[src/rtl/dmf_pkg.sv]
// Shared types for the dual-mode FIFO.
package dmf_pkg;
    // Read-timing mode captured during master reset.
    typedef enum logic {
        MODE_STD  = 1'b0,
        MODE_FWFT = 1'b1
    } rd_mode_e;
endpackage

[src/rtl/dmf_store.sv]
// Storage array: synchronous write, combinational read at the read address.
// Assumes the controller never writes a location that is being read out.
module dmf_store #(
    parameter int W     = 36,
    parameter int DEPTH = 16,
    parameter int AW    = $clog2(DEPTH)
) (
    input  logic          clk,
    input  logic          we,
    input  logic [AW-1:0] waddr,
    input  logic [W-1:0]  wdata,
    input  logic [AW-1:0] raddr,
    output logic [W-1:0]  rdata
);
    logic [W-1:0] mem [DEPTH];

    // Write port: store one word per accepted write.
    always_ff @(posedge clk) begin
        if (we) begin
            mem[waddr] <= wdata;
        end
    end

    assign rdata = mem[raddr];
endmodule

[src/rtl/dmf_ctrl.sv]
// Pointer and occupancy control. Decides when a write is accepted and when a word
// leaves storage for the output register in each mode. It also handles retransmit.
// Assumes fewer than DEPTH words were written since reset when retransmit is used.
module dmf_ctrl
    import dmf_pkg::*;
#(
    parameter int DEPTH = 16,
    parameter int AW    = $clog2(DEPTH),
    parameter int CW    = AW + 1
) (
    input  logic          clk,
    input  logic          rst_n,
    input  logic          prst_n,
    input  rd_mode_e      mode,
    input  logic          wen,
    input  logic          ren,
    input  logic          rt,
    output logic [AW-1:0] wptr,
    output logic [AW-1:0] rptr,
    output logic [CW-1:0] cnt,
    output logic          wr_go,
    output logic          pop,
    output logic          ovalid,
    output logic          rt_hold
);
    localparam logic [CW-1:0] FULL_CNT = CW'(DEPTH);

    logic clr;
    logic have;
    logic drop;

    assign clr   = !rst_n || !prst_n;
    assign have  = (cnt != '0) && !rt_hold && !rt;
    assign wr_go = wen && (cnt != FULL_CNT);

    // Pop selection: on request in standard mode, whenever the output is free in fall-through mode.
    always_comb begin
        if (mode == MODE_FWFT) begin
            pop  = have && (!ovalid || ren);
            drop = ren && ovalid && !pop && !rt;
        end else begin
            pop  = have && ren;
            drop = 1'b0;
        end
    end

    // Pointer, count and output-valid state.
    always_ff @(posedge clk) begin
        if (clr) begin
            wptr    <= '0;
            rptr    <= '0;
            cnt     <= '0;
            ovalid  <= 1'b0;
            rt_hold <= 1'b0;
        end else begin
            wptr <= wptr + AW'(wr_go);
            if (rt) begin
                rptr    <= '0;
                cnt     <= CW'(wptr) + CW'(wr_go);
                ovalid  <= 1'b0;
                rt_hold <= 1'b1;
            end else begin
                rptr    <= rptr + AW'(pop);
                cnt     <= cnt + CW'(wr_go) - CW'(pop);
                rt_hold <= 1'b0;
                if (pop) begin
                    ovalid <= 1'b1;
                end else if (drop) begin
                    ovalid <= 1'b0;
                end
            end
        end
    end


    cnt_bound_chk: assert property (@(posedge clk) disable iff (clr)
        cnt <= FULL_CNT);


    full_hold_chk: assert property (@(posedge clk) disable iff (clr)
        (cnt == FULL_CNT && !rt) |=> $stable(wptr));


    empty_hold_chk: assert property (@(posedge clk) disable iff (clr)
        (cnt == '0 && !rt) |=> $stable(rptr));


    rewind_chk: assert property (@(posedge clk) disable iff (clr)
        rt |=> (rptr == '0 && rt_hold && !ovalid));
endmodule

[src/rtl/dmf_flags.sv]
// Status decode from the registered stored-word count and the two offsets.
// Assumes the count never exceeds DEPTH.
module dmf_flags #(
    parameter int DEPTH = 16,
    parameter int CW    = $clog2(DEPTH) + 1
) (
    input  logic [CW-1:0] cnt,
    input  logic [CW-1:0] ae_ofs,
    input  logic [CW-1:0] af_ofs,
    output logic          wr_ok,
    output logic          half_full,
    output logic          above_lo,
    output logic          above_hi
);
    localparam logic [CW-1:0] FULL_CNT = CW'(DEPTH);
    localparam logic [CW-1:0] HALF_CNT = CW'(DEPTH / 2);

    logic [CW-1:0] free_cnt;

    // Threshold comparisons against the registered count.
    always_comb begin
        free_cnt  = FULL_CNT - cnt;
        wr_ok     = (cnt != FULL_CNT);
        half_full = (cnt > HALF_CNT);
        above_lo  = (cnt >= ae_ofs);
        above_hi  = (free_cnt > af_ofs);
    end
endmodule

[src/rtl/dual_mode_fifo.sv]
// Dual-mode FIFO top: mode latch, output register, and wiring of storage, control and flags.
// Assumes DEPTH is a power of two and that offsets stay within 0..DEPTH.
module dual_mode_fifo
    import dmf_pkg::*;
#(
    parameter int W     = 36,
    parameter int DEPTH = 16,
    parameter int AW    = $clog2(DEPTH),
    parameter int CW    = AW + 1
) (
    input  logic          clk,
    input  logic          rst_n,
    input  logic          prst_n,
    input  logic          mode_sel,
    input  logic          wen,
    input  logic [W-1:0]  din,
    input  logic          ren,
    input  logic          rt,
    input  logic [CW-1:0] ae_ofs,
    input  logic [CW-1:0] af_ofs,
    output logic [W-1:0]  dout,
    output logic          rd_ok,
    output logic          wr_ok,
    output logic          half_full,
    output logic          above_lo,
    output logic          above_hi
);
    rd_mode_e      mode;
    logic [AW-1:0] wptr;
    logic [AW-1:0] rptr;
    logic [CW-1:0] cnt;
    logic          wr_go;
    logic          pop;
    logic          ovalid;
    logic          rt_hold;
    logic [W-1:0]  rdata;

    // Mode latch: follows mode_sel only while master reset is held.
    always_ff @(posedge clk) begin
        if (!rst_n) begin
            mode <= rd_mode_e'(mode_sel);
        end
    end

    // Output register: cleared by either reset, loaded on every pop.
    always_ff @(posedge clk) begin
        if (!rst_n || !prst_n) begin
            dout <= '0;
        end else if (pop) begin
            dout <= rdata;
        end
    end

    assign rd_ok = (mode == MODE_FWFT) ? ovalid : ((cnt != '0) && !rt_hold);

    dmf_store #(.W(W), .DEPTH(DEPTH), .AW(AW)) u_store (
        .clk   (clk),
        .we    (wr_go),
        .waddr (wptr),
        .wdata (din),
        .raddr (rptr),
        .rdata (rdata)
    );

    dmf_ctrl #(.DEPTH(DEPTH), .AW(AW), .CW(CW)) u_ctrl (
        .clk     (clk),
        .rst_n   (rst_n),
        .prst_n  (prst_n),
        .mode    (mode),
        .wen     (wen),
        .ren     (ren),
        .rt      (rt),
        .wptr    (wptr),
        .rptr    (rptr),
        .cnt     (cnt),
        .wr_go   (wr_go),
        .pop     (pop),
        .ovalid  (ovalid),
        .rt_hold (rt_hold)
    );

    dmf_flags #(.DEPTH(DEPTH), .CW(CW)) u_flags (
        .cnt       (cnt),
        .ae_ofs    (ae_ofs),
        .af_ofs    (af_ofs),
        .wr_ok     (wr_ok),
        .half_full (half_full),
        .above_lo  (above_lo),
        .above_hi  (above_hi)
    );


    mode_hold_chk: assert property (@(posedge clk) disable iff (!rst_n)
        rst_n |=> $stable(mode));


    rt_gap_chk: assert property (@(posedge clk) disable iff (!rst_n || !prst_n)
        rt |=> !rd_ok);


    idle_out_chk: assert property (@(posedge clk) disable iff (!rst_n || !prst_n)
        !pop |=> $stable(dout));
endmodule

[config.mk]
export PLATFORM = sky130hd
export DESIGN_NAME = dual_mode_fifo
export DESIGN_NICKNAME = d
export VERILOG_FILES = /design/src/rtl/dmf_pkg.sv /design/src/rtl/dmf_store.sv /design/src/rtl/dmf_ctrl.sv /design/src/rtl/dmf_flags.sv /design/src/rtl/dual_mode_fifo.sv
export SDC_FILE = /design/constraint.sdc
export NUM_CORES = 1
export LEC_CHECK = 0
export BUFFER_PORTS_ARGS = -buffer_cell sky130_fd_sc_hd__buf_4
export CORE_ASPECT_RATIO = 0.7
export CORE_MARGIN = 2
export CORE_UTILIZATION = 61
export CTS_CLUSTER_SIZE = 30
export DETAILED_ROUTE_END_ITERATION = 10
export GPL_TIMING_DRIVEN = 0
export HOLD_SLACK_MARGIN = 0.15
export PLACE_DENSITY_LB_ADDON = 0.1
export SYNTH_ARGS = -nofsm -noshare
export SYNTH_HDL_FRONTEND = slang
export SYNTH_HIERARCHICAL = 1
export SYNTH_SLANG_ARGS = --single-unit
export TNS_END_PERCENT = 100
[constraint.sdc]
create_clock -name clk -period 6.2 [get_ports clk]
set_input_delay 0 -clock clk [delete_from_list [all_inputs] [get_ports clk]]
set_output_delay 0 -clock clk [all_outputs]
set_load 0.005 [all_outputs]
Word level (Yosys, flattened, before mapping). Memory sizes are Yosys's and may differ from the RTL's. A register that Yosys moved wholly into a read port is not among the register bits. Cells that the tools add are included.

Flip-flop bits (word level): 16. RAM bits: 576. Input bits: 53. Output and inout port bits: 41. Word-level logic and storage cells: 45. Memories kept: 1.

$add $sub $neg: 6. Magnitude comparators: 3. Equal/unequal tests: 1. Mux-type cells: 9. Reductions and logical operators: 19.

Memory list: u_store.mem (depth 16, bits a word 36, read ports 1, clocked after Yosys merged registers in 1, wr ports 1, line dmf_store.sv:15) `logic [W-1:0] mem [DEPTH];`.

Operator list (count): 4-bit by 1-bit adder with 4-bit output (2); 1-bit logical AND (8); 1-bit 2-to-1 mux (8); 1-bit logical NOT (6); 4-bit by 1-bit adder with 5-bit output (1); 5-bit by 1-bit adder with 5-bit output (1); 5-bit greater-or-equal comparator (1); 5-bit by 4-bit greater-than comparator with 1-bit output, second input constant (1); 5-bit greater-than comparator (1); 5-bit 2-to-1 mux (1); 5-bit != test, second input constant (1); 5-bit nonzero test (1); 5-bit by 1-bit subtractor with 5-bit output (1); 5-bit subtractor, first input constant (1); 1-bit logical OR (2); 2-bit nonzero test (1); 2-bit OR reduction (1).

Logic depth before layout (Yosys ltp). Gate-level depths: netlist of the first run.

Depth after elaboration: 10. Depth in mapped cells: 13. Gate-level depth less buffers: 13.

Modules after synthesis. Netlist of the first run, hierarchy kept.

By module, submodules not included: dmf_store (times used 1, cells each 902, area each 21599.5 um^2, seq. area each 17296.6 um^2); dual_mode_fifo (times used 1, cells each 123, area each 1367.6 um^2, seq. area each 750.7 um^2); dmf_ctrl (times used 1, cells each 88, area each 810.8 um^2, seq. area each 300.3 um^2); dmf_flags (times used 1, cells each 42, area each 306.5 um^2, seq. area each 0.0 um^2).

Worst setup path before layout of the first run. Ideal clock, no wire load.

Kind: register -> register. From: register u_ctrl.cnt[3]. To: memory u_store.mem[0][0] (enable). Library setup time: 0.474 ns. Arrival time: 3.911 ns. Required time: 5.726 ns. Path slack: 1.815 ns. Stages on the path, launching flop included: 8. Path buffers: 0. Period minus slack after synthesis: 4.385 ns. Path through: dfxtp_1 inv_1 ha_1 nand3_1 nand2_1 inv_1 or3b_2 nor3_1.

Cells in the longest elaborated chain, start to end: 4.

Ends and longest elaborated chain: start: declaration (line dmf_ctrl.sv:20) `output logic [CW-1:0] cnt,`; start signal: assignment (line dmf_ctrl.sv:59) `cnt <= CW'(wptr) + CW'(wr_go);`; start signal: assignment (line dmf_ctrl.sv:64) `cnt <= cnt + CW'(wr_go) - CW'(pop);`; 5-bit != test (line dmf_ctrl.sv:34) `assign wr_go = wen && (cnt != FULL_CNT);`; 1-bit logical AND (line dmf_ctrl.sv:34); net wr_go (line dual_mode_fifo.sv:32) `logic wr_go;`; 1-bit 2-to-1 mux (line dmf_store.sv:19) `if (we) begin`; 1-bit 2-to-1 mux (not written as such) (line dmf_store.sv:20) `mem[waddr] <= wdata;`; end: declaration (line dmf_store.sv:15).

The timed path passes the listed nets, and every way through them passes these cells.

Worst setup path after layout of the first run.
From: register u_ctrl.cnt[2]. To: register u_ctrl.cnt[3].

Cells in the longest elaborated chain, start to end: 7. Elaborated cells on any way between the ends: 12. Classes of those cells: add/sub (3); eq/ne (1); mux (2); reduce/logical (6).

Ends and longest elaborated chain: 5-bit nonzero test * (line dmf_ctrl.sv:33) `assign have = (cnt != '0) && !rt_hold && !rt;`; 1-bit logical AND * (2 in a row) (line dmf_ctrl.sv:33); 1-bit logical AND (on tied branches) (line dmf_ctrl.sv:42, dmf_ctrl.sv:39); 1-bit 2-to-1 mux * (line dmf_ctrl.sv:38) `if (mode == MODE_FWFT) begin`; net pop (line dual_mode_fifo.sv:33) `logic pop;`; 5-bit by 1-bit subtractor with 5-bit output * (line dmf_ctrl.sv:64); 5-bit 2-to-1 mux * (line dmf_ctrl.sv:57) `if (rt) begin`.

The timed path passes the listed nets; every way through them passes the cells marked *. A chain may end at the register's enable or synchronous reset.

==> results of run 1 <==
## metal layers
layer  track usage  vias to the layer above  share of wire
met4        0.0684                        0          0.021
met3        0.0462                       79          0.079
met2         0.414                      550           0.46
li1              -                     5204              -
met5             0                        -              0
met1         0.418                     6378           0.44
## cells in the mapped netlist, types with 2 or more instances
cell type	count	area share
nor2b_1	5	0.0013
edfxtp_1	577	0.72
nand4_1	2	0.00052
dfxtp_1	51	0.042
inv_1	24	0.0037
buf_1	3	0.00047
buf_6	8	0.0037
mux2i_1	38	0.016
buf_4	2	0.00062
nand3b_1	2	0.00062
xor2_1	5	0.0018
and3_1	3	0.00078
ha_1	22	0.011
nor3_1	6	0.0012
a22oi_1	73	0.023
buf_12	3	0.0025
nor2_1	65	0.010
a21oi_1	7	0.0015
a31o_1	2	0.00073
buf_2	18	0.0037
a21o_1	3	0.00094
mux4_2	144	0.13
clkbuf_1	21	0.0033
a21oi_2	2	0.00073
nand2_1	43	0.0067
nand3_1	6	0.0012
nand2b_1	5	0.0013
xnor2_1	4	0.0015
## worst max-delay path by stage
stage	slack [ns]	end	depth (start not counted)	start
floorplan	1.81	u_store/mem[0][0]$_DFFE_PP_	7	u_ctrl/cnt[3]$_SDFF_PP0_
global placement	-1.38	u_store/mem[0][20]$_DFFE_PP_	7	u_ctrl/cnt[2]$_SDFF_PP0_
detailed placement	2.93	u_ctrl/cnt[4]$_SDFF_PP0_	13	u_ctrl/cnt[2]$_SDFF_PP0_
CTS	2.67	u_ctrl/cnt[3]$_SDFF_PP0_	12	u_ctrl/cnt[2]$_SDFF_PP0_
global route	2.41	u_ctrl/cnt[3]$_SDFF_PP0_	12	u_ctrl/cnt[2]$_SDFF_PP0_
finish	2.64	u_ctrl/cnt[3]$_SDFF_PP0_	12	u_ctrl/cnt[2]$_SDFF_PP0_
## repair_timing
item / 4_1_cts / 5_1_grt
hold buffers: 44 / 0
setup buffers: 0 / 0
hold endpoints to repair: 598 / 0
## report_power, final
group | switching, mW | internal, mW
combinational | 0.165 | 0.141
sequential | 0.0131 | 4.65
clock | 1.47 | 1.98
## cells by family (layout without fill, tap and decap cells)
logic type | count (synthesis) | in the layout | share of synthesized area
AO/OA/AOI/OAI | 92 | 92 | 0.0283
XOR/XNOR | 9 | 9 | 0.00327
adder cells (fa/ha/maj) | 23 | 23 | 0.0123
buffers and inverters | 79 | 351 | 0.0181
flip-flops | 628 | 628 | 0.762
multiplexers | 182 | 182 | 0.150
AND/OR/NAND/NOR | 142 | 142 | 0.0258
## layout make-up
class	count	area, sq um	area share
Clock buffer	81	1630	0.0574
Clock inverter	22	206	0.00728
Sequential cell	628	18300	0.647
Timing Repair Buffer	169	1670	0.0589
Inverter	24	90.1	0.00318
Tap cell	527	659	0.0233
Buffer	55	345	0.0122
Multi-Input combinational cell	448	5410	0.191
## flip-flops by register name (all words and copies together), names as in the netlist
name,cells
u_store/mem,576
dout,36
u_ctrl/cnt,5
u_ctrl/rptr,4
u_ctrl/wptr,4
mode,1
u_ctrl/ovalid,1
u_ctrl/rt_hold,1
## stage by stage
stage / utilization / area (sq um) / total power [mW]
final: 0.733 / 28400 / 8.42
after global routing: 0.733 / 28400 / 8.65
after CTS: 0.733 / 28400 / 8.46
after detailed placement: 0.675 / 26100 / 5.04
after global placement: 0.658 / 25400 / 5.02
after floorplan: - / 24100 / 4.90
## cell usage in the layout (no fill, tap or decap), types with 8 or more instances in the layout
| cell type | instances |
|---|---|
| a22oi_1 | 73 |
| buf_12 | 12 |
| buf_2 | 18 |
| buf_4 | 95 |
| buf_6 | 23 |
| clkbuf_1 | 34 |
| clkbuf_16 | 57 |
| clkbuf_8 | 11 |
| clkinv_1 | 8 |
| dfxtp_1 | 51 |
| dlygate4sd3_1 | 44 |
| edfxtp_1 | 577 |
| ha_1 | 22 |
| inv_1 | 24 |
| mux2i_1 | 38 |
| mux4_2 | 144 |
| nand2_1 | 43 |
| nor2_1 | 53 |
| nor2_4 | 12 |
==> results_dict.tcl, run 1 <==
set metrics [dict create \
    status "finished clean" \
    cts_htree_levels 2 \
    nets 1458 \
    min_path_cells 2 \
    first_iter_violations 1234 \
    slew-limit-headroom 0.188 \
    clock_sinks 628 \
    ys.flop_type "edfxtp_1" \
    critical_path_class "reg -> reg" \
    start_util 0.623 \
    port-buffer-count 92 \
    grt_pass1_wl_mm 78.6 \
    yosysSeqAreaShare 0.762 \
    finalSetupViolations 0 \
    finalHoldViolCount 0 \
    critPathBufInv 3 \
    synth_seq_cells 628 \
    r2r_start "u_ctrl/cnt[2]$_SDFF_PP0_" \
    fill_cells 2205 \
    path_clk_slew_ns 0.07 \
    area_growth_pct 17.7 \
    cpPeakStageDelay_ns 0.53 \
    setup.worst_path.start_class "flop" \
    worst_slack_ns 2.64 \
    die_area_sq_um 41100 \
    period_share 0.575 \
    place_ws_ns 2.93 \
    track_usage 0.271 \
    ys_async_sr_fraction 0 \
    cp_slowest_cell "dlygate4sd3_1" \
    drcViolationCount 0 \
    r2r_cells 12 \
    fp.dieW_um 241 \
    worstPathMaxFanout 7 \
    viasPerCell 6.25 \
    antennaDiodeCount 0 \
    cts_tree "built" \
    finClkSkew_ns 0.0193 \
    cp.arrival_ns 4.10 \
    p_leak_nw 9.21 \
    core-area_sq_um 38700 \
    crit_chain "inv_1 > ha_1 > a31o_1 > nor3_1 > ha_1 > inv_1 > ha_1 > a21o_1 > a21oi_2 > xor2_1 > o2111a_1 > dlygate4sd3_1" \
    wire_per_inst_um 27.5 \
    grt-ovfl-total 0 \
    power_density_nw_per_um2 297 \
    grt_pass1_vias 12102 \
    syn_avg_cell_area_sq_um 20.9 \
    ant_nets 0 \
    grt_max_degree 23 \
    num_rows 60 \
    cts_buffers 56 \
    cp-end-kind "flop" \
    layout-drive-gt1-share 0.282 \
    max_freq_ghz 0.281 \
    max_cap_violations 0 \
    wirelength_mm 53.8 \
    gp_congestion 0.769 \
    hold_class "in -> reg" \
    ys.warnings.count 6 \
    dpl.hpwl_mm 32.7 \
    reg2reg_slack_ns 2.64 \
    synth_cell_types 39 \
    fin_crit_ns 3.56 \
    slew_violations 0 \
    io_pins 94 \
    synth_edf_count 577 \
    rr_endpoint "u_ctrl/cnt[3]$_SDFF_PP0_" \
    syn_area_sq_um 24100 \
    syn_inst 1155 \
    cp_top_family "adder cells" \
    rsz0062_at_grt "no" \
    syn_nets 1231 \
    post_cts_resize_count 0 \
    clock_latency_ns 0.59 \
    cpMostUsedCell "ha_1" \
    min_from "din[34]" \
    die-height_um 170 \
    cts-root-buf "clkbuf_16" \
    fin_cells 1954 \
    tightest_slew_ns 1.21 \
    setup_tns_ns 0 \
    whs_ns 0.250 \
    first_pass_iters 5 \
    antenna_found_initial 0 \
    irDropWorstVdd_mv 0.231 \
    vias 12211 \
    clockBufferDepth 3 \
    required_ns 6.74 \
    place_inst 1807 \
    worstHoldEndpoint "u_store/mem[3][34]$_DFFE_PP_" \
]
No activity file was read; power rests on OpenSTA's default activity.
==> run 2, diff against run 1 <==
CORE_UTILIZATION = 55   (was 61)
clock period = 3 ns   (was 6.2 ns; I/O delays follow)
==> results_dict.tcl, run 2 (synthesized netlist as in run 1, its figures left out) <==
set metrics [dict create \
    core-area_sq_um 43500 \
    p_clk_frac 0.409 \
    max_cap_violations 0 \
    grt-ovfl-total 0 \
    status "finished clean" \
    wire_per_inst_um 27.0 \
    irDropWorstVdd_mv 0.564 \
    path_clk_slew_ns 0.07 \
    finClkSkew_ns 0.0178 \
    largest_reg_flops 576 \
    setup.worst_path.start_class "flop" \
    num_rows 64 \
    min_from "din[15]" \
    setup_tns_ns 0 \
    power_density_nw_per_um2 608 \
    wirelength_mm 54.8 \
    slew_violations 0 \
    layout-drive-gt1-share 0.288 \
    track_usage 0.249 \
    clockBufferDepth 3 \
    ant_nets 0 \
    clock_sinks 628 \
    p_leak_nw 9.26 \
    clock_latency_ns 0.60 \
    antenna_found_initial 0 \
    min_path_cells 2 \
    cts_htree_levels 2 \
    gp_congestion 0.758 \
    tightest_slew_ns 1.03 \
    area_growth_pct 18.8 \
    finalHoldViolCount 0 \
    first_iter_violations 1249 \
    required_ns 3.48 \
    cts-root-buf "clkbuf_16" \
    critical_path_class "reg -> reg" \
    io_pins 94 \
    p_sw_mw 3.47 \
    reg2reg_slack_ns 0.17 \
    ff_latch_area_sq_um 18400 \
    fin_area_sq_um 28600 \
    port-buffer-count 92 \
    start_util 0.554 \
    antennaDiodeCount 0 \
    p_int_mw 13.9 \
    drcViolationCount 0 \
    layout_common_cells "edfxtp_1, mux4_2, buf_4, a22oi_1, clkbuf_16" \
    fp.dieW_um 254 \
    viasPerCell 5.98 \
    combPwrFrac 0.037 \
    period_share 0.943 \
    cts_buffers 57 \
    grt_max_degree 23 \
    fin_util 0.658 \
    die-height_um 179 \
    top_register "u_store/mem" \
    grt_pass1_wl_mm 79.8 \
    grt_pass1_vias 11865 \
    hold_class "in -> reg" \
    worstPathMaxFanout 7 \
    fin_cells 2027 \
    dpl.hpwl_mm 33.3 \
    finalSetupViolations 0 \
    die_area_sq_um 45500 \
    cts_tree "built" \
    place_inst 1866 \
    final_common_cell "edfxtp_1" \
    rr_endpoint "u_ctrl/cnt[4]$_SDFF_PP0_" \
    fin_crit_ns 2.83 \
    multi_input_comb_area_sq_um 5450 \
    slew-limit-headroom 0.313 \
    nets 1461 \
    swShare 0.200 \
    fill_cells 2886 \
    r2r_cells 13 \
    pwr-share-seq 0.554 \
    first_pass_iters 5 \
    cp-end-kind "flop" \
    worstHoldEndpoint "u_store/mem[3][15]$_DFFE_PP_" \
    whs_ns 0.238 \
    max_freq_ghz 0.354 \
    cp.arrival_ns 3.31 \
    vias 12114 \
    reg_top3 "u_store/mem: 576 flops, dout: 36 flops, u_ctrl/cnt: 5 flops" \
    r2r_start "u_ctrl/cnt[2]$_SDFF_PP0_" \
    placed_cell_area_sq_um 26200 \
]
[run 2: metrics by stage]
step / power, mW / setup slack (ns)
after global placement: 10.4 / -2.83
final: 17.4 / 0.172
after CTS: 17.6 / 0.0517
after detailed placement: 10.4 / -0.263
after global routing: 17.9 / -0.0119
after floorplan: 10.1 / -0.426
[run 2: routing by layer]
layer	wire length [um]	GRT usage
met1	24200	0.389
met2	25600	0.382
met3	4260	0.0346
met4	755	0.0498
met5	0	0
[run 2: final cells by class]
class / instances / area share
multi-input combinational: 448 / 0.190
clock buffer: 71 / 0.0542
timing repair buffer: 171 / 0.0627
buffer: 55 / 0.0121
clock inverter: 36 / 0.0101
sequential: 628 / 0.641
tap: 594 / 0.0260
inverter: 24 / 0.00315
[run 2: how the worst max path moves through the flow]
stage                                         from                           end  slack (ns)  cells after the start
after CTS                 u_ctrl/cnt[1]$_SDFF_PP0_      u_ctrl/cnt[4]$_SDFF_PP0_        0.05                     12
after detailed placement  u_ctrl/cnt[2]$_SDFF_PP0_      u_ctrl/cnt[4]$_SDFF_PP0_       -0.26                     13
final                     u_ctrl/cnt[2]$_SDFF_PP0_      u_ctrl/cnt[4]$_SDFF_PP0_        0.17                     13
after floorplan           u_ctrl/cnt[3]$_SDFF_PP0_   u_store/mem[1][0]$_DFFE_PP_       -0.43                      7
after global routing      u_ctrl/cnt[2]$_SDFF_PP0_      u_ctrl/cnt[4]$_SDFF_PP0_       -0.01                     13
after global placement    u_ctrl/cnt[3]$_SDFF_PP0_  u_store/mem[1][19]$_DFFE_PP_       -2.83                      7
[run 2: worst max-delay path: stages, from the launching register on]
cell and delay (ns):
dfxtp_4 0.39, inv_1 0.07, ha_1 0.22, a31o_1 0.27, nor3_4 0.25, ha_1 0.26, inv_1 0.05, ha_1 0.16
inv_1 0.06, fa_1 0.40, nand2b_1 0.18, a21oi_2 0.15, mux2i_1 0.19, nand2_1 0.06
[run 2: what timing repair did]
| action | 4_1_cts | 5_1_grt |
|---|---|---|
| gates cloned | 0 | 0 |
| hold buffers | 45 | 0 |
| gates resized for setup | 4 | 4 |
| buffers inserted | 7 | 2 |
| hold endpoints to repair | 599 | 0 |
| pin swaps | 4 | 1 |
| setup endpoints to repair | 73 | 4 |
[run 2: power by group through the flow]
stage	logic, mW	registers [mW]	clock network (mW)
final	0.648	9.64	7.11
after global routing	0.709	9.64	7.57
after CTS	0.652	9.64	7.26
after detailed placement	0.596	9.83	0
after global placement	0.548	9.83	0
after floorplan	0.291	9.83	0
==> run 3, diff against run 2 <==
PLACE_DENSITY = 0.86   (was not set)
PLACE_DENSITY_LB_ADDON = not set   (was 0.1)
==> results_dict.tcl, run 3 (synthesized netlist as in run 1, its figures left out) <==
set metrics [dict create \
    status "finished clean" \
    cp.arrival_ns 3.23 \
    cts_tree "built" \
    num_rows 64 \
    cts_buffers 54 \
    grt_pass1_vias 13014 \
    first_iter_violations 1599 \
    path_clk_slew_ns 0.06 \
    viasPerCell 6.33 \
    cp_slowest_cell "nor2_4" \
    clockBufferDepth 3 \
    top_register "u_store/mem" \
    cp-end-kind "flop" \
    placed_cell_area_sq_um 26100 \
    reg2reg_slack_ns 0.06 \
    finalHoldViolCount 0 \
    wirelength_mm 56.8 \
    grtUsageMet1 0.350 \
    startpoint "u_ctrl/cnt[3]$_SDFF_PP0_" \
    antenna_found_initial 1 \
    fill_cells 2644 \
    place_inst 1862 \
    r2r_cells 8 \
    dpl.hpwl_mm 33.5 \
    tightest_slew_ns 1.02 \
    die_area_sq_um 45500 \
    max_freq_ghz 0.340 \
    ant_nets 0 \
    r2r_start "u_ctrl/cnt[3]$_SDFF_PP0_" \
    track_usage 0.256 \
    clock_latency_ns 0.60 \
    whs_ns 0.247 \
    max_cap_violations 0 \
    crit_end "u_store/mem[1][21]$_DFFE_PP_" \
    worst_slack_ns 0.0582 \
    critical_path_class "reg -> reg" \
    core-area_sq_um 43500 \
    layout-drive-gt1-share 0.272 \
    place_ws_ns -0.287 \
    grt_pass1_wl_mm 83.3 \
    largest_reg_flops 576 \
    final_common_cell "edfxtp_1" \
    required_ns 3.29 \
    grt-ovfl-total 0 \
    vias 12714 \
    nets 1447 \
    fin_cells 2010 \
    top_usage_layer "met2" \
    wire_per_inst_um 28.3 \
    slew_violations 0 \
    finalSetupViolations 0 \
    first_pass_iters 5 \
    drcViolationCount 0 \
    met2_usage 0.420 \
    cpPeakStageDelay_ns 0.79 \
    io_pins 94 \
    setup.worst_path.start_class "flop" \
    fin_area_sq_um 28300 \
    grt.met3_usage 0.0453 \
    grt_max_degree 24 \
    fp.dieW_um 254 \
    area_growth_pct 17.5 \
    port-buffer-count 92 \
    power_density_nw_per_um2 607 \
    gp_congestion 0.758 \
    reg_top3 "u_store/mem: 576 flops, dout: 36 flops, u_ctrl/cnt: 5 flops" \
    cts-root-buf "clkbuf_16" \
    p_leak_nw 9.09 \
    clock_sinks 628 \
    slew-limit-headroom 0.317 \
    die-height_um 179 \
    start_util 0.554 \
    rr_endpoint "u_store/mem[1][21]$_DFFE_PP_" \
    fin_crit_ns 2.94 \
    cpMostUsedCell "inv_1" \
    rsz0062_at_grt "yes" \
    irDropWorstVdd_mv 0.474 \
    cts_htree_levels 2 \
    crit_chain "inv_1 > ha_1 > nand3_1 > nand2_1 > inv_1 > or3b_4 > nor2_4 > buf_16" \
    layout_common_cells "edfxtp_1, mux4_2, buf_4, a22oi_1, clkbuf_16" \
    period_share 0.981 \
    hold_class "in -> reg" \
    worstPathMaxFanout 21 \
    finClkSkew_ns 0.0203 \
]
-- run 3: cell count changes in the layout (fill, tap and decap cells not counted), sizes merged --
cell and delta:
bufinv +2, clkinv +1, clkinvlp -1, diode +1, clkbuf -9, buf -11
-- run 3: final cells by class --
type	count	area, sq um	area share
Antenna cell	1	2.50	0.0000884
Buffer	55	345	0.0122
Clock buffer	62	1380	0.0488
Clock inverter	38	330	0.0117
Inverter	24	90.1	0.00318
Multi-Input combinational cell	448	5450	0.193
Sequential cell	628	18400	0.649
Tap cell	594	743	0.0263
Timing Repair Buffer	160	1600	0.0565
-- run 3: worst min-delay path by stage --
stage	slack [ns]	to	from	depth (start not counted)
2_1_floorplan	0.1	mode$_DFFE_PN_	mode_sel	0
3_3_place_gp	0.18	mode$_DFFE_PN_	mode_sel	1
3_5_place_dp	0.18	mode$_DFFE_PN_	mode_sel	1
4_1_cts	0.22	u_store/mem[14][26]$_DFFE_PP_	din[26]	2
5_1_grt	0.25	u_store/mem[12][28]$_DFFE_PP_	din[28]	2
6_report	0.25	u_store/mem[4][25]$_DFFE_PP_	din[25]	2
-- run 3: critical path: cells and delay by family (launching register included) --
kind          cells  cell delay [ns]
fa+ha+maj         1             0.21
simple gates      4             1.47
flops             1             0.40
buf+inv           3             0.53
-- run 3: repair_timing --
| item | in CTS | in global routing |
|---|---|---|
| buffers inserted | 1 | 1 |
| hold buffers | 45 | 0 |
| pin swaps | 2 | 2 |
| hold endpoints to repair | 599 | 0 |
| resized for setup | 5 | 4 |
| endpoints found under the setup margin | 82 | 61 |
-- run 3: per-stage QoR --
stage | setup TNS (ns) | util | power (mW)
after detailed placement | -9.33 | 0.600 | 10.4
after global placement | -658.62 | 0.588 | 10.4
final | 0 | 0.651 | 17.2
after global routing | -0.301 | 0.651 | 17.6
after CTS | 0 | 0.650 | 17.3
after floorplan | -45.97 | - | 10.1
-- run 3: power breakdown --
| group | leakage (nW) | switching (mW) | internal, mW |
|---|---|---|---|
| clock network | 0.835 | 3.07 | 3.81 |
| logic | 2.63 | 0.360 | 0.292 |
| registers | 5.63 | 0.0316 | 9.61 |
| total | 9.09 | 3.46 | 13.7 |
-- run 3: routing by layer --
metal | vias to the layer above | routed length [um] | part of all wire
li1 | 5173 | - | -
met2 | 773 | 27600 | 0.48
met4 | 0 | 1980 | 0.035
met3 | 142 | 5560 | 0.098
met5 | - | 0 | 0
met1 | 6626 | 21700 | 0.38
